[src/rtl/tkn_tx_pkg.sv]
package tkn_tx_pkg;
    localparam int ST_W     = 2;
    localparam int ST_AVAIL = 0;
    localparam int ST_OK    = 1;

    typedef enum logic [2:0] {
        S_IDLE,
        S_ENQ,
        S_WRSP,
        S_DATA,
        S_WSENT,
        S_WACK,
        S_PASS
    } tx_state_t;
endpackage

[src/rtl/tkn_tx_timer.sv]
module tkn_tx_timer #(
    parameter int LIMIT = 16
) (
    input  logic clk,
    input  logic rst_n,
    input  logic run,
    output logic expired
);
    localparam int CW = (LIMIT > 1) ? $clog2(LIMIT) : 1;
    localparam logic [CW-1:0] LAST = CW'(LIMIT - 1);

    logic [CW-1:0] cnt;

    always_ff @(posedge clk) begin
        if (!rst_n || !run) begin
            cnt <= '0;
        end else if (cnt != LAST) begin
            cnt <= cnt + 1'b1;
        end
    end

    assign expired = run && (cnt == LAST);
endmodule

[src/rtl/tkn_tx_fsm.sv]
module tkn_tx_fsm
    import tkn_tx_pkg::*;
#(
    parameter int ID_W = 8
) (
    input  logic            clk,
    input  logic            rst_n,
    input  logic            token_in,
    input  logic            cmd_enable,
    input  logic            cmd_disable,
    input  logic [ID_W-1:0] cmd_dest,
    input  logic            rx_ack,
    input  logic            rx_nak,
    input  logic            pkt_done,
    input  logic            tmo_expired,
    output tx_state_t       st,
    output logic            pending,
    output logic [ID_W-1:0] dest_q,
    output logic            tmr_run,
    output logic            req_enq,
    output logic            req_pkt,
    output logic            req_pass,
    output logic            ev_enable,
    output logic            ev_disable,
    output logic            ev_end,
    output logic            ev_ok
);
    tx_state_t nxt;
    logic      idle_free;

    // next-state decision
    always_comb begin
        nxt = st;
        unique case (st)
            S_IDLE:  if (token_in) nxt = pending ? S_ENQ : S_PASS;
            S_ENQ:   nxt = S_WRSP;
            S_WRSP: begin
                if (rx_ack)                       nxt = S_DATA;
                else if (rx_nak || tmo_expired)   nxt = S_PASS;
            end
            S_DATA:  nxt = S_WSENT;
            S_WSENT: if (pkt_done) nxt = S_WACK;
            S_WACK:  if (rx_ack || tmo_expired) nxt = S_PASS;
            S_PASS:  nxt = S_IDLE;
            default: nxt = S_IDLE;
        endcase
    end

    // state register
    always_ff @(posedge clk) begin
        if (!rst_n) st <= S_IDLE;
        else        st <= nxt;
    end

    // outputs and events
    always_comb begin
        idle_free  = (st == S_IDLE) && !token_in;
        ev_enable  = idle_free && cmd_enable;
        ev_disable = idle_free && cmd_disable && !cmd_enable;
        ev_end     = ((st == S_WRSP) || (st == S_WACK)) && (nxt == S_PASS);
        ev_ok      = (st == S_WACK) && rx_ack;
        tmr_run    = (st == S_WRSP) || (st == S_WACK);
        req_enq    = (st == S_ENQ);
        req_pkt    = (st == S_DATA);
        req_pass   = (st == S_PASS);
    end

    // pending command and destination
    always_ff @(posedge clk) begin
        if (!rst_n) begin
            pending <= 1'b0;
            dest_q  <= '0;
        end else if (ev_enable) begin
            pending <= 1'b1;
            dest_q  <= cmd_dest;
        end else if (ev_disable) begin
            pending <= 1'b0;
        end else if ((st == S_IDLE) && token_in) begin
            pending <= 1'b0;
        end
    end
endmodule

[src/rtl/tkn_tx_status.sv]
module tkn_tx_status
    import tkn_tx_pkg::*;
(
    input  logic            clk,
    input  logic            rst_n,
    input  logic            ev_enable,
    input  logic            ev_disable,
    input  logic            ev_end,
    input  logic            ev_ok,
    input  logic            imask_we,
    input  logic [ST_W-1:0] imask_wdata,
    output logic [ST_W-1:0] status,
    output logic [ST_W-1:0] imask,
    output logic            irq
);
    always_ff @(posedge clk) begin
        if (!rst_n) begin
            status <= ST_W'(1) << ST_AVAIL;
        end else if (ev_enable) begin
            status[ST_AVAIL] <= 1'b0;
            status[ST_OK]    <= 1'b0;
        end else if (ev_end) begin
            status[ST_AVAIL] <= 1'b1;
            status[ST_OK]    <= ev_ok;
        end else if (ev_disable) begin
            status[ST_AVAIL] <= 1'b1;
        end
    end

    always_ff @(posedge clk) begin
        if (!rst_n)        imask <= '0;
        else if (imask_we) imask <= imask_wdata;
    end

    assign irq = |(status & imask);
endmodule

[src/rtl/tkn_tx_seq.sv]
module tkn_tx_seq
    import tkn_tx_pkg::*;
#(
    parameter int ID_W     = 8,
    parameter int RESP_CYC = 16
) (
    input  logic            clk,
    input  logic            rst_n,
    input  logic            cmd_enable,
    input  logic            cmd_disable,
    input  logic [ID_W-1:0] cmd_dest,
    input  logic            imask_we,
    input  logic [ST_W-1:0] imask_wdata,
    input  logic            token_in,
    input  logic            rx_ack,
    input  logic            rx_nak,
    input  logic            pkt_done,
    output logic            req_enq,
    output logic            req_pkt,
    output logic            req_pass,
    output logic [ID_W-1:0] req_dest,
    output logic [ST_W-1:0] status,
    output logic            irq
);
    tx_state_t       st;
    logic            pending;
    logic            tmr_run;
    logic            tmo_expired;
    logic            ev_enable;
    logic            ev_disable;
    logic            ev_end;
    logic            ev_ok;
    logic [ST_W-1:0] imask_q;

    tkn_tx_fsm #(.ID_W(ID_W)) u_fsm (
        .clk        (clk),
        .rst_n      (rst_n),
        .token_in   (token_in),
        .cmd_enable (cmd_enable),
        .cmd_disable(cmd_disable),
        .cmd_dest   (cmd_dest),
        .rx_ack     (rx_ack),
        .rx_nak     (rx_nak),
        .pkt_done   (pkt_done),
        .tmo_expired(tmo_expired),
        .st         (st),
        .pending    (pending),
        .dest_q     (req_dest),
        .tmr_run    (tmr_run),
        .req_enq    (req_enq),
        .req_pkt    (req_pkt),
        .req_pass   (req_pass),
        .ev_enable  (ev_enable),
        .ev_disable (ev_disable),
        .ev_end     (ev_end),
        .ev_ok      (ev_ok)
    );

    tkn_tx_timer #(.LIMIT(RESP_CYC)) u_timer (
        .clk    (clk),
        .rst_n  (rst_n),
        .run    (tmr_run),
        .expired(tmo_expired)
    );

    tkn_tx_status u_status (
        .clk        (clk),
        .rst_n      (rst_n),
        .ev_enable  (ev_enable),
        .ev_disable (ev_disable),
        .ev_end     (ev_end),
        .ev_ok      (ev_ok),
        .imask_we   (imask_we),
        .imask_wdata(imask_wdata),
        .status     (status),
        .imask      (imask_q),
        .irq        (irq)
    );
endmodule

[config.mk]
export PLATFORM = sky130hd
export DESIGN_NAME = tkn_tx_seq
export DESIGN_NICKNAME = d
export VERILOG_FILES = /design/src/rtl/tkn_tx_pkg.sv /design/src/rtl/tkn_tx_timer.sv /design/src/rtl/tkn_tx_fsm.sv /design/src/rtl/tkn_tx_status.sv /design/src/rtl/tkn_tx_seq.sv
export SDC_FILE = /design/constraint.sdc
export NUM_CORES = 1
export LEC_CHECK = 0
export BUFFER_PORTS_ARGS = -buffer_cell sky130_fd_sc_hd__buf_2
export CAP_MARGIN = 20
export CORE_MARGIN = 10
export CORE_UTILIZATION = 49
export DETAILED_ROUTE_END_ITERATION = 6
export PLACE_DENSITY = 0.8
export SLEW_MARGIN = 0
export SYNTH_ARGS = -nofsm -noshare
export SYNTH_HDL_FRONTEND = slang
export SYNTH_HIERARCHICAL = 1
export SYNTH_SLANG_ARGS = --single-unit
[constraint.sdc]
create_clock -name clk -period 2.2 [get_ports clk]
set_input_delay 0.11 -clock clk [delete_from_list [all_inputs] [get_ports clk]]
set_output_delay 0.11 -clock clk [all_outputs]
set_load 0.005 [all_outputs]
# After elaboration in Yosys (flattened, before gate mapping)

Cells that the tools add are included.

Register bits: 20
Latch bits: 0
Memory bits (writable): 0
Memory bits (read-only): 0
Output and inout bits: 14
Word-level logic and storage cells: 53
Memories kept: 0

Add/sub/neg operators: 1
Multiply operators: 0
Divide/modulo/power cells: 0
Order comparisons: 0
Equal/unequal tests: 9
Shifts and indexed selects: 0
Mux-type cells: 13
Bitwise operators: 2
Reduce and logical (&&, ||, !) cells: 21

Operators with widths:

| cell                | count |
|---|---|
| $mux 3              | 6 |
| $pmux 3 s6          | 1 |
| $eq 3x3->1 const B  | 4 |
| $logic_and 1x1->1   | 8 |
| $eq 3x2->1 const B  | 2 |
| $mux 1              | 6 |
| $reduce_bool 3->1   | 2 |
| $add 4x1->4 const B | 1 |
| $eq 4x4->1 const B  | 1 |
| $logic_not 1->1     | 4 |
| $logic_or 1x1->1    | 4 |
| $ne 4x4->1 const B  | 1 |
| $reduce_or 2->1     | 2 |
| $eq 3x1->1 const B  | 1 |
| $logic_not 3->1     | 1 |
| $and 2x2->2         | 1 |
| $not 1->1           | 1 |

# Logic depth before layout (Yosys ltp)

Gate-level depths: netlist of the first run.

Depth after elaboration: 11
Gate-level depth with buffers: 9
Depth with buffers taken out: 8

# Hierarchy

The synthesis of the first run kept the hierarchy.

By module, submodules not included:

| module        | instances | cells each | area an instance (µm²) |
|---|---|---|---|
| tkn_tx_fsm    | 1         | 77         | 660.6 |
| tkn_tx_timer  | 1         | 20         | 197.7 |
| tkn_tx_status | 1         | 13         | 153.9 |

# Least setup slack after synthesis of the first run

OpenSTA, ideal clock, no wires.

Kind: flip-flop to flip-flop
Start point: register u_timer.cnt[0]
End point: register u_status.status[1]
Library setup time: 0.119 ns
Arrival time: 1.491 ns
Data required time: 2.081 ns
Setup slack: 0.590 ns
Cell stages (with the launch flop): 8
Cells stage by stage: dfxtp_1 ha_1 and3_2 and2_1 o21bai_1 o22ai_1 mux2i_1 nor3b_2

Longest elaborated chain between the ends: 8
Elaborated cells on any way between the ends: 10
Those cells by class: eq/ne (2); mux (4); reduce/logical (4)

RTL lines:

| item                            | line                | RTL |
|---|---|---|
| from (decl)                     | tkn_tx_timer.sv:12  | `logic [CW-1:0] cnt;` |
| from (signal assigned)          | tkn_tx_timer.sv:18  | `cnt <= cnt + 1'b1;` |
| $eq 4x4->1 *                    | tkn_tx_timer.sv:22  | `assign expired = run && (cnt == LAST);` |
| $logic_and 1x1->1 *             | tkn_tx_timer.sv:22  |  |
| net tmo_expired                 | tkn_tx_seq.sv:28    | `logic tmo_expired;` |
| $logic_or 1x1->1                | tkn_tx_fsm.sv:39    | `else if (rx_nak \|\| tmo_expired) nxt = S_PASS;` |
| $mux 3                          | tkn_tx_fsm.sv:39    |  |
| $mux 3                          | tkn_tx_fsm.sv:38    | `if (rx_ack) nxt = S_DATA;` |
| $pmux 3 s6 *                    | tkn_tx_fsm.sv:34    | `unique case (st)` |
| $eq 3x3->1 *                    | tkn_tx_fsm.sv:60    | `ev_end = ((st == S_WRSP) \|\| (st == S_WACK)) && (nxt == S_PASS);` |
| $logic_and 1x1->1 *             | tkn_tx_fsm.sv:60    |  |
| net ev_end                      | tkn_tx_seq.sv:31    | `logic ev_end;` |
| to (signal assigned)            | tkn_tx_status.sv:18 | `status <= ST_W'(1) << ST_AVAIL;` |
| to (signal, indexed assignment) | tkn_tx_status.sv:24 | `status[ST_OK] <= ev_ok;` |
| to (decl)                       | tkn_tx_status.sv:12 | `output logic [ST_W-1:0] status,` |

The timed path passes the listed nets; every way through them passes the cells marked *.
A chain may end at the register's enable or synchronous reset.

# Final worst setup path of the first run

Start point: register u_fsm.st[2]
End point: register u_status.status[1]

Longest elaborated chain between the ends: 9
Elaborated cells on any way between the ends: 22
Those cells by class: eq/ne (6); mux (6); reduce/logical (10)

RTL lines:

| item                                     | line               | RTL |
|---|---|---|
| from (decl)                              | tkn_tx_fsm.sv:16   | `output tx_state_t st,` |
| from (signal assigned)                   | tkn_tx_fsm.sv:52   | `else st <= nxt;` |
| $eq 3x2->1 or $eq 3x3->1 (tied branches) | tkn_tx_fsm.sv:62   | `tmr_run = (st == S_WRSP) \|\| (st == S_WACK);` |
| $logic_or 1x1->1 *                       | tkn_tx_fsm.sv:62   |  |
| net tmr_run                              | tkn_tx_seq.sv:27   | `logic tmr_run;` |
| $logic_and 1x1->1 *                      | tkn_tx_timer.sv:22 |  |
| net tmo_expired                          | tkn_tx_seq.sv:28   |  |
| $logic_or 1x1->1                         | tkn_tx_fsm.sv:39   |  |
| $mux 3                                   | tkn_tx_fsm.sv:39   |  |
| $mux 3                                   | tkn_tx_fsm.sv:38   |  |
| $pmux 3 s6 *                             | tkn_tx_fsm.sv:34   |  |
| $eq 3x3->1 *                             | tkn_tx_fsm.sv:60   |  |
| $logic_and 1x1->1 *                      | tkn_tx_fsm.sv:60   |  |
| net ev_end                               | tkn_tx_seq.sv:31   |  |

Marks and branches as above.

==> results of run 1 <==
## Yosys cell counts (all sizes together) (3+ instances only)
cell type / instances / area (µm²)
nor3: 3 / 15.01
a21oi: 3 / 15.01
and3: 3 / 26.27
mux2i: 13 / 130.1
nand3: 4 / 20.02
nand2: 22 / 82.58
nor2: 7 / 36.29
inv: 3 / 11.26
dfxtp: 20 / 400.4
buf: 4 / 53.80
## layout by cell type, fill, tap and decap left out, types with 2 or more instances in the layout
cell type	synthesis	layout
inv_1	3	3
mux2i_1	13	13
nand3_1	4	4
buf_2	0	32
and3_2	2	2
dfxtp_1	20	20
a31oi_1	2	2
and4b_1	2	2
clkbuf_4	0	3
nor2b_1	2	2
nand2_1	22	22
nor2_1	5	5
o22ai_1	2	2
nor3_1	3	3
a21oi_1	3	3
## final cells by class
class,count,area (µm²)
clock buffer,4,36.28
inverter,3,11.26
tap,27,33.78
multi-input combinational,81,539.3
sequential,20,400.4
fill,194,780.7
timing repair buffer,32,160.2
## per-stage QoR
step / instance area [µm²] / hold WS [ns]
floorplan: 1012 / 0.1862
global placement: 1145 / 0.3575
detailed placement: 1145 / 0.3690
CTS: 1181 / 0.02588
global route: 1181 / 0.04138
finish: 1181 / 0.04257
## per-layer routing
metal / global-route usage / vias to the layer above / part of all wire
li1: - / 446 / -
met1: 0.1211 / 381 / 0.45
met2: 0.1671 / 20 / 0.48
met3: 0.04576 / 2 / 0.065
met4: 0.03209 / 0 / 0.0037
met5: 0 / - / 0
## worst register-to-register path, cell delays in order (launching register included)
cell	delay, ns
dfxtp_1	0.57
nand3_1	0.17
nand2_1	0.15
and2_1	0.16
o21bai_1	0.09
o22ai_1	0.24
mux2i_1	0.25
nor3b_2	0.06
## kinds of logic after synthesis
family,share of synthesized area
muxes,0.1285
AOI/OAI and AO/OA,0.1273
adders and majority gates,0.01236
buffers and inverters,0.07169
DFF,0.3955
and+or+nand+nor,0.2645
## worst max-delay path by stage
| stage | from | end | slack (ns) | cells past startpoint |
|---|---|---|---|---|
| floorplan | u_timer/cnt[0] | u_status/status[1] | 0.59 | 7 |
| global placement | u_fsm/st[2] | u_status/status[1] | 0.47 | 7 |
| detailed placement | u_fsm/st[2] | u_status/status[1] | 0.40 | 7 |
| CTS | u_fsm/st[2] | u_status/status[1] | 0.39 | 7 |
| global route | u_fsm/st[1] | u_status/status[0] | 0.20 | 8 |
| finish | u_fsm/st[2] | u_status/status[1] | 0.40 | 7 |
## flip-flops by register name (all words and copies together) (netlist names)
register         flops
u_status/imask       2
u_fsm/pending        1
u_fsm/dest_q         8
u_timer/cnt          4
u_status/status      2
u_fsm/st             3
## where the power goes
| part | switching [µW] | total (µW) | internal [µW] |
|---|---|---|---|
| combinational | 70.7 | 143 | 71.8 |
| sequential | 35.5 | 424 | 389 |
| clock | 111 | 212 | 101 |
| total | 217 | 779 | 561 |
==> key figures, run 1 <==
Worst hold path
  – Hold Path Depth: 3
  – Min-Delay Endpoint: u_fsm/dest_q[0]
  – Worst hold path class: in -> reg
  – Hold_sp: cmd_dest[0]

Timing
  – Tightest Pin Transition: 0.4395 ns
  – Final min period: 1.798 ns
  – Final worst slack: 0.4019 ns
  – Fmax: 556.2 MHz
  – Post-Route Skew: 0.001413 ns
  – Slew Viols, Final: 0
  – Post-route clock period utilization: 0.8173
  – Final hold vios: 0
  – Final setup fails: 0
  – Slew headroom: 0.7070
  – Setup TNS: 0 ns
  – Unrepaired setup endpoints after global routing: false

Outcome
  – Outcome: finished clean

Worst setup path
  – Worst R2R Start: u_fsm/st[2]
  – Critical path type: reg -> reg
  – Worst r2r dst: u_status/status[1]
  – Worst path cell trace: nand3_1 > nand2_1 > and2_1 > o21bai_1 > o22ai_1 > mux2i_1 > nor3b_2
  – Crit path buf inv count: 0
  – CP endpoint kind: flip-flop
  – Worst Reg-to-Reg Cells: 7
  – R2R setup slack: 0.40 ns
  – Slowest CP cell: dfxtp_1
  – CP startpoint kind: flip-flop
  – CP required: 2.40 ns
  – Worst path max stage delay: 0.57 ns
  – Worst Path Max Fanout: 11
  – Crit path DAT: 1.99 ns
  – Delay-heaviest family, CP: flip-flops

Yosys
  – Post-synth cell types: 37
  – Syn Inst Count: 110
  – Register area share after synthesis: 0.3956
  – Seq cells post-synth: 20
  – Syn avg cell area: 9.202 µm²
  – Synthesized Nets: 130
  – Ys async rst share: 0
  – Synth Warn #: 6
  – Mapped cell area: 1012 µm²
  – EDFF count, synth: 0
  – Synth Flop Type: dfxtp_1

Power and ir drop
  – Pwr dens: 659.5 nW/µm²
  – Total power: 778.9 µW
  – Leak Pwr: 0.0005297 µW
  – VDD IR max: 0.5712 mV

Placement
  – Number of I/O port buffers: 32
  – GP Congestion: 0.8059
  – Worst slack at placement: 0.4031 ns
  – DP HPWL: 1682 µm
  – # placed instances: 163

Job
  – Max cap viols: 0

Clocking
  – CTS Sinks: 20
  – Worst-path clk slew: 0.11 ns
  – Number of post-CTS setup repair buffers: 0
  – H-Tree Depth: 1
  – Max clock buf depth: 2
  – Hold_buf cts: 0
  – Root Driver: clkbuf_4
  – Post_cts resized: 0
  – Worst-skew pair later-pin latency: 0.30 ns
  – Total CTS buffers: 3
  – CTS tree: done

Die
  – Row count: 16
  – Die ar.: 4284 µm²
  – Die width: 65.45 µm
  – I/O pin count: 33
  – Core ar.: 1962 µm²
  – Die height: 65.45 µm
  – Starting Density: 0.5159

Finish
  – Inserted Diodes: 0
  – Post-route core utilization: 0.6020
  – Layout area overhead: 16.69%
  – Nets: 161
  – Final std cells w/o fill: 167
  – Layout cells sized above 1: 0.3286

GRT
  – GRT Util Overall: 0.1039
  – Initial antenna violation count: 0
  – First-pass GRT wire length: 3698 µm
  – Global route total overflow: 0
  – Vias in the first global route: 864
  – Largest net degree at the start of global routing: 29

Route
  – DR WL/cell: 12.94 µm
  – Routed vias: 849
  – Residual DRC: 0
  – Post-Route WL: 2161 µm
  – Vias per cell: 5.084
  – DR iter-0 viols: 48
  – First-pass detailed-route iteration total: 4
  – ANT nets after route: 0
(Power assumes the default switching activity.)
==> run 2, diff against run 1 <==
--- a/config.mk
+++ b/config.mk
@@ -8,9 +8,9 @@
 export BUFFER_PORTS_ARGS = -buffer_cell sky130_fd_sc_hd__buf_2
 export CAP_MARGIN = 20
 export CORE_MARGIN = 10
-export CORE_UTILIZATION = 49
+export CORE_UTILIZATION = 44
 export DETAILED_ROUTE_END_ITERATION = 6
-export PLACE_DENSITY = 0.8
+export PLACE_DENSITY = 0.76
 export SLEW_MARGIN = 0
 export SYNTH_ARGS = -nofsm -noshare
 export SYNTH_HDL_FRONTEND = slang
==> constraint.sdc (replaced) <==
create_clock -name clk -period 1.6 [get_ports clk]
set_input_delay 0.08 -clock clk [delete_from_list [all_inputs] [get_ports clk]]
set_output_delay 0.08 -clock clk [all_outputs]
set_load 0.005 [all_outputs]
==> run 2 against run 1 <==
  * Critical path depth is the same
  * Cell count rose by 9.6%
  * Largest cell class unchanged
  * Utilization rose by 1.8 points
  * Power increased by 64%
  * Highest routed layer is now met3
  * Flip-flop and latch count unchanged
  * Routed wire length grew 20%
  * Largest power group unchanged
  * Register-to-register slack worse by 0.32 ns
  * Combinational power rose by 99%
  * Clock power grew 97%
  * Sequential share of layout area decreased by 3.9 points
  * Sequential power rose by 35%
==> key figures, run 2 (synthesis results as in run 1) <==
Power and ir drop
  – Sw Pwr: 336.1 µW
  – Leak Pwr: 0.0006137 µW
  – Clock power share: 0.328
  – P_int: 937.9 µW
  – Switching share of power: 0.2638
  – Combinational cell fraction of total power: 0.224
  – VDD IR max: 0.7013 mV
  – Pwr dens: 929.0 nW/µm²
  – Flop pwr share: 0.448

Timing
  – Slew Viols, Final: 0
  – Fmax: 658.5 MHz
  – Post-Route Skew: 0.005682 ns
  – Slew headroom: 0.6891
  – Tightest Pin Transition: 0.4664 ns
  – Final hold slack: 0.0009426 ns
  – Post-route clock period utilization: 0.9491
  – Final hold vios: 0
  – Final setup fails: 0
  – Final min period: 1.519 ns

Die
  – Die width: 67.97 µm
  – Starting Density: 0.4576
  – I/O pin count: 33
  – Die ar.: 4619 µm²
  – Die height: 67.97 µm
  – Core ar.: 2212 µm²
  – Row count: 17

Clocking
  – CTS tree: done
  – Worst-skew pair later-pin latency: 0.31 ns
  – H-Tree Depth: 1
  – Total CTS buffers: 3
  – Root Driver: clkbuf_4
  – CTS Sinks: 20
  – Worst-path clk slew: 0.12 ns
  – Max clock buf depth: 2

Route
  – Vias per cell: 5.109
  – ANT nets after route: 0
  – Routed vias: 935
  – Post-Route WL: 2585 µm
  – Residual DRC: 0
  – DR WL/cell: 14.13 µm
  – DR iter-0 viols: 31
  – First-pass detailed-route iteration total: 4

Finish
  – Layout area overhead: 35.48%
  – Registers with the most flip-flops: u_fsm/dest_q (8), u_timer/cnt (4), u_fsm/st (3)
  – Commonest non-fill, non-tap cell in the layout: buf_2
  – Filler cells: 195
  – Storage element area: 411.6 µm²
  – Max FFs per register: 8
  – Nets: 176
  – Inserted Diodes: 0
  – Multi-input logic area: 580.6 µm²
  – Largest Register: u_fsm/dest_q
  – Final std cells w/o fill: 183
  – Most frequent cells in the layout: buf_2 (32), nand2_1 (21), dfxtp_1 (15), mux2i_1 (13), buf_4 (12)
  – Layout cells sized above 1: 0.4516

Worst setup path
  – R2R setup slack: 0.08 ns
  – Worst path max stage delay: 0.37 ns
  – Slowest CP cell: dfxtp_2
  – Crit path DAT: 1.73 ns
  – Worst Reg-to-Reg Cells: 7
  – CP required: 1.81 ns
  – Crit. Startpoint: u_timer/cnt[0]
  – Critical path type: reg -> reg
  – Worst R2R Start: u_timer/cnt[0]
  – Worst Path Max Fanout: 2
  – Worst path cell trace: ha_4 > and3_4 > and2_4 > o21bai_2 > o22ai_2 > mux2i_1 > nor3b_2
  – Worst r2r dst: u_status/status[1]
  – CP endpoint kind: flip-flop
  – CP startpoint kind: flip-flop

Placement
  – Number of I/O port buffers: 32
  – GP Congestion: 0.7659
  – # placed instances: 174
  – DP HPWL: 1908 µm

Outcome
  – Outcome: finished clean

GRT
  – Vias in the first global route: 930
  – GRT Util Overall: 0.1120
  – Initial antenna violation count: 0
  – Global route total overflow: 0
  – Largest net degree at the start of global routing: 29
  – First-pass GRT wire length: 4119 µm

Worst hold path
  – Hold_sp: cmd_dest[6]
  – Hold Path Depth: 3
  – Worst hold path class: in -> reg
  – Min-Delay Endpoint: u_fsm/dest_q[6]

Job
  – Max cap viols: 0
==> run 2: cell types whose count changed in the layout (fill, tap and decap cells not counted), sizes merged <==
| cell | before | now |
|---|---|---|
| buf | 32 | 44 |
| dlygate4sd3 | 0 | 3 |
| bufinv | 0 | 1 |
| clkbuf | 4 | 3 |
==> run 2: cell type report <==
type,instances,area share
repair buffers,47,0.2044
clock inverters,1,0.02190
multi-input cells,81,0.4234
well taps,28,0.02555
inverters,3,0.008212
clock buffers,3,0.01642
flip-flops and latches,20,0.3002
==> run 2: worst max path at each step <==
stage	endpoint	slack, ns	depth (start not counted)
CTS	u_status/status[1]	0.004	7
finish	u_status/status[1]	0.08	7
detailed placement	u_status/status[0]	-0.05	7
global route	u_status/status[1]	-0.03	7
global placement	u_status/status[0]	0.05	7
floorplan	u_status/status[1]	0.002	7
==> run 2: layer usage <==
metal  vias up  GRT usage  wire [µm]
met4         0    0.03518          0
li1        479          -          -
met3         0    0.04731        218
met1       432     0.1190       1044
met2        24     0.1965       1322
met5         -          0          0
==> run 2: power groups by stage <==
stage / sequential, µW / clock (µW) / combinational (µW)
final: 571 / 418 / 285
after CTS: 566 / 419 / 264
after detailed placement: 573 / 0 / 260
after floorplan: 569 / 0 / 183
after global routing: 577 / 446 / 314
after global placement: 572 / 0 / 250
==> run 2: critical path, delay by kind of cell (launching register included) <==
family	cells	cell delay, ns
flip-flops	1	0.37
AND/OR/NAND/NOR	3	0.39
adder cells (fa/ha/maj)	1	0.14
multiplexers	1	0.24
AO/OA/AOI/OAI	2	0.30
==> run 2: repair_timing <==
action	CTS	global route
hold buffers	0	3
endpoints found under the hold margin	0	3
setup buffers	0	2
gates resized for setup	3	12
endpoints found under the setup margin	2	3
cloned	0	0
pin swaps	2	2
==> run 2: through the flow <==
stage	instance area (µm²)	utilization	worst slack (ns)	setup TNS, ns	total power [µW]
after floorplan	1015	-	0.002237	0	751.5
after global placement	1224	0.5532	0.05294	0	821.4
after detailed placement	1224	0.5532	-0.05125	-0.07403	832.9
after CTS	1289	0.5826	0.004054	0	1249
after global routing	1371	0.6199	-0.03060	-0.03060	1336
final	1371	0.6199	0.08149	0	1274
==> run 3, diff against run 2 <==
--- a/config.mk
+++ b/config.mk
@@ -10,6 +10,7 @@
 export CORE_MARGIN = 10
 export CORE_UTILIZATION = 44
 export DETAILED_ROUTE_END_ITERATION = 6
+export GPL_TIMING_DRIVEN = 0
 export PLACE_DENSITY = 0.76
 export SLEW_MARGIN = 0
 export SYNTH_ARGS = -nofsm -noshare
==> run 3 against run 2 <==
  * Routed wire length increased by 1.0%
  * Largest power group unchanged
  * Utilization rose by 0.57 points
  * Sequential share of layout area fell by 0.18 points
  * Combinational power is 14% higher
  * Clock power shrank 44%
  * Maximum frequency decreased by 2.7%
  * Highest routed layer is now met4
  * Largest cell class unchanged
==> key figures, run 3 (synthesis results as in run 1) <==
Finish
  – Largest Register: u_fsm/dest_q
  – Filler cells: 187
  – Layout cells sized above 1: 0.4803
  – Nets: 174
  – Max FFs per register: 8
  – Layout area overhead: 36.71%
  – Multi-input logic area: 626.9 µm²
  – Commonest non-fill, non-tap cell in the layout: buf_2
  – Most frequent cells in the layout: buf_2 (32), nand2_1 (20), dfxtp_1 (14), mux2i_1 (12), buf_4 (8)
  – Storage element area: 412.9 µm²
  – Inserted Diodes: 0
  – Registers with the most flip-flops: u_fsm/dest_q (8), u_timer/cnt (4), u_fsm/st (3)

Timing
  – Final setup fails: 0
  – Tightest Pin Transition: 0.4316 ns
  – Post-Route Skew: 0.0009893 ns
  – Slew headroom: 0.7123
  – Final hold vios: 0
  – Fmax: 640.4 MHz
  – Unrepaired setup endpoints after global routing: true
  – Post-route clock period utilization: 0.9759
  – Slew Viols, Final: 0
  – Final min period: 1.561 ns
  – Final hold slack: 0.01935 ns

Worst setup path
  – Worst r2r dst: u_status/status[1]
  – Worst Reg-to-Reg Cells: 8
  – Worst Path Max Fanout: 7
  – Worst R2R Start: u_fsm/st[0]
  – CP startpoint kind: flip-flop
  – R2R setup slack: 0.04 ns
  – Critical path type: reg -> reg
  – Crit path DAT: 1.75 ns
  – CP endpoint kind: flip-flop
  – CP required: 1.79 ns

Route
  – Post-Route WL: 2612 µm
  – First-pass detailed-route iteration total: 4
  – DR WL/cell: 14.51 µm
  – ANT nets after route: 0
  – Routed vias: 948
  – DR iter-0 viols: 30
  – Residual DRC: 0
  – Vias per cell: 5.267

Worst hold path
  – Min-Delay Endpoint: u_fsm/dest_q[6]
  – Worst hold path class: in -> reg
  – Hold_sp: cmd_dest[6]
  – Hold Path Depth: 3

Outcome
  – Outcome: finished clean

Die
  – Core ar.: 2212 µm²
  – Row count: 17
  – I/O pin count: 33
  – Die ar.: 4619 µm²
  – Starting Density: 0.4576
  – Die width: 67.97 µm
  – Die height: 67.97 µm

GRT
  – Global route total overflow: 0
  – Initial antenna violation count: 0
  – GRT Util Overall: 0.1163
  – Vias in the first global route: 992
  – Largest net degree at the start of global routing: 12
  – First-pass GRT wire length: 4305 µm

Power and ir drop
  – Flop pwr share: 0.505
  – P_int: 791.5 µW
  – Total power: 1131 µW
  – Leak Pwr: 0.0005981 µW
  – Pwr dens: 817.5 nW/µm²
  – Switching share of power: 0.3003
  – Combinational cell fraction of total power: 0.287
  – Sw Pwr: 339.8 µW
  – VDD IR max: 0.5029 mV
  – Clock power share: 0.207

Clocking
  – Total CTS buffers: 3
  – Worst-skew pair later-pin latency: 0.29 ns
  – CTS Sinks: 20
  – CTS tree: done
  – Root Driver: clkbuf_4
  – Max clock buf depth: 2
  – Hold_buf cts: 0
  – Worst-path clk slew: 0.11 ns
  – H-Tree Depth: 1

Job
  – Max cap viols: 0

Placement
  – DP HPWL: 1831 µm
  – Number of I/O port buffers: 32
  – GP Congestion: 0.7512
run 3: cell types whose count changed in the layout (fill, tap and decap cells not counted), sizes merged:
cell and change:
buf -1, dlygate4sd3 -3, bufinv -1, clkbuf +2
run 3: cell type report:
| type | instances | area share |
|---|---|---|
| Timing Repair Buffer | 40 | 0.1591 |
| Multi-Input combinational cell | 81 | 0.4530 |
| Sequential cell | 20 | 0.2984 |
| Inverter | 3 | 0.01175 |
| Clock buffer | 3 | 0.01627 |
| Buffer | 5 | 0.03617 |
| Tap cell | 28 | 0.02532 |
run 3: worst max path at each step:
stage / startpoint / endpoint / slack (ns) / depth (start not counted)
finish: u_fsm/st[0] / u_status/status[1] / 0.04 / 8
global route: u_fsm/st[1] / u_status/status[1] / -0.04 / 9
CTS: u_fsm/st[0] / u_status/status[1] / 0.003 / 9
detailed placement: u_timer/cnt[0] / u_status/status[1] / -0.17 / 7
global placement: u_timer/cnt[0] / u_status/status[1] / -0.1 / 7
floorplan: u_timer/cnt[0] / u_status/status[1] / 0.002 / 7
run 3: stage by stage:
step                setup slack, ns  area (µm²)    util  std cells  TNS (ns)
floorplan                  0.002237        1015       -        110         0
global placement           -0.09753        1210  0.5469        170   -0.1812
finish                      0.03860        1384  0.6256        180         0
global route               -0.03517        1384  0.6256        180  -0.03878
detailed placement          -0.1738        1210  0.5469        170   -0.2926
CTS                        0.003317        1325  0.5990        177         0
run 3: repair_timing:
item / CTS / global route
resized for setup: 16 / 11
endpoints found under the setup margin: 2 / 2
buffers inserted: 4 / 4
pin swaps: 3 / 8
run 3: power groups by stage:
| stage | logic (µW) | registers, µW | clock network, µW |
|---|---|---|---|
| final | 325 | 572 | 235 |
| after global routing | 357 | 577 | 258 |
| after CTS | 308 | 561 | 243 |
| after detailed placement | 263 | 570 | 0 |
| after global placement | 257 | 568 | 0 |
| after floorplan | 183 | 569 | 0 |
run 3: metal layers:
| metal | GRT usage | vias to the layer above | routed length [µm] |
|---|---|---|---|
| met5 | 0 | - | 0 |
| li1 | - | 472 | - |
| met2 | 0.2151 | 30 | 1396 |
| met1 | 0.1209 | 442 | 1001 |
| met4 | 0.03769 | 0 | 34 |
| met3 | 0.03752 | 4 | 179 |
run 3: worst max-delay path, stage by stage (launching register included):
cell and delay [ns]:
dfxtp_4 0.40, nor2_4 0.15, nand2_4 0.07, nand2_4 0.07
and2_4 0.17, o21bai_4 0.07, o22ai_4 0.19, mux2i_2 0.26
nor3b_2 0.07
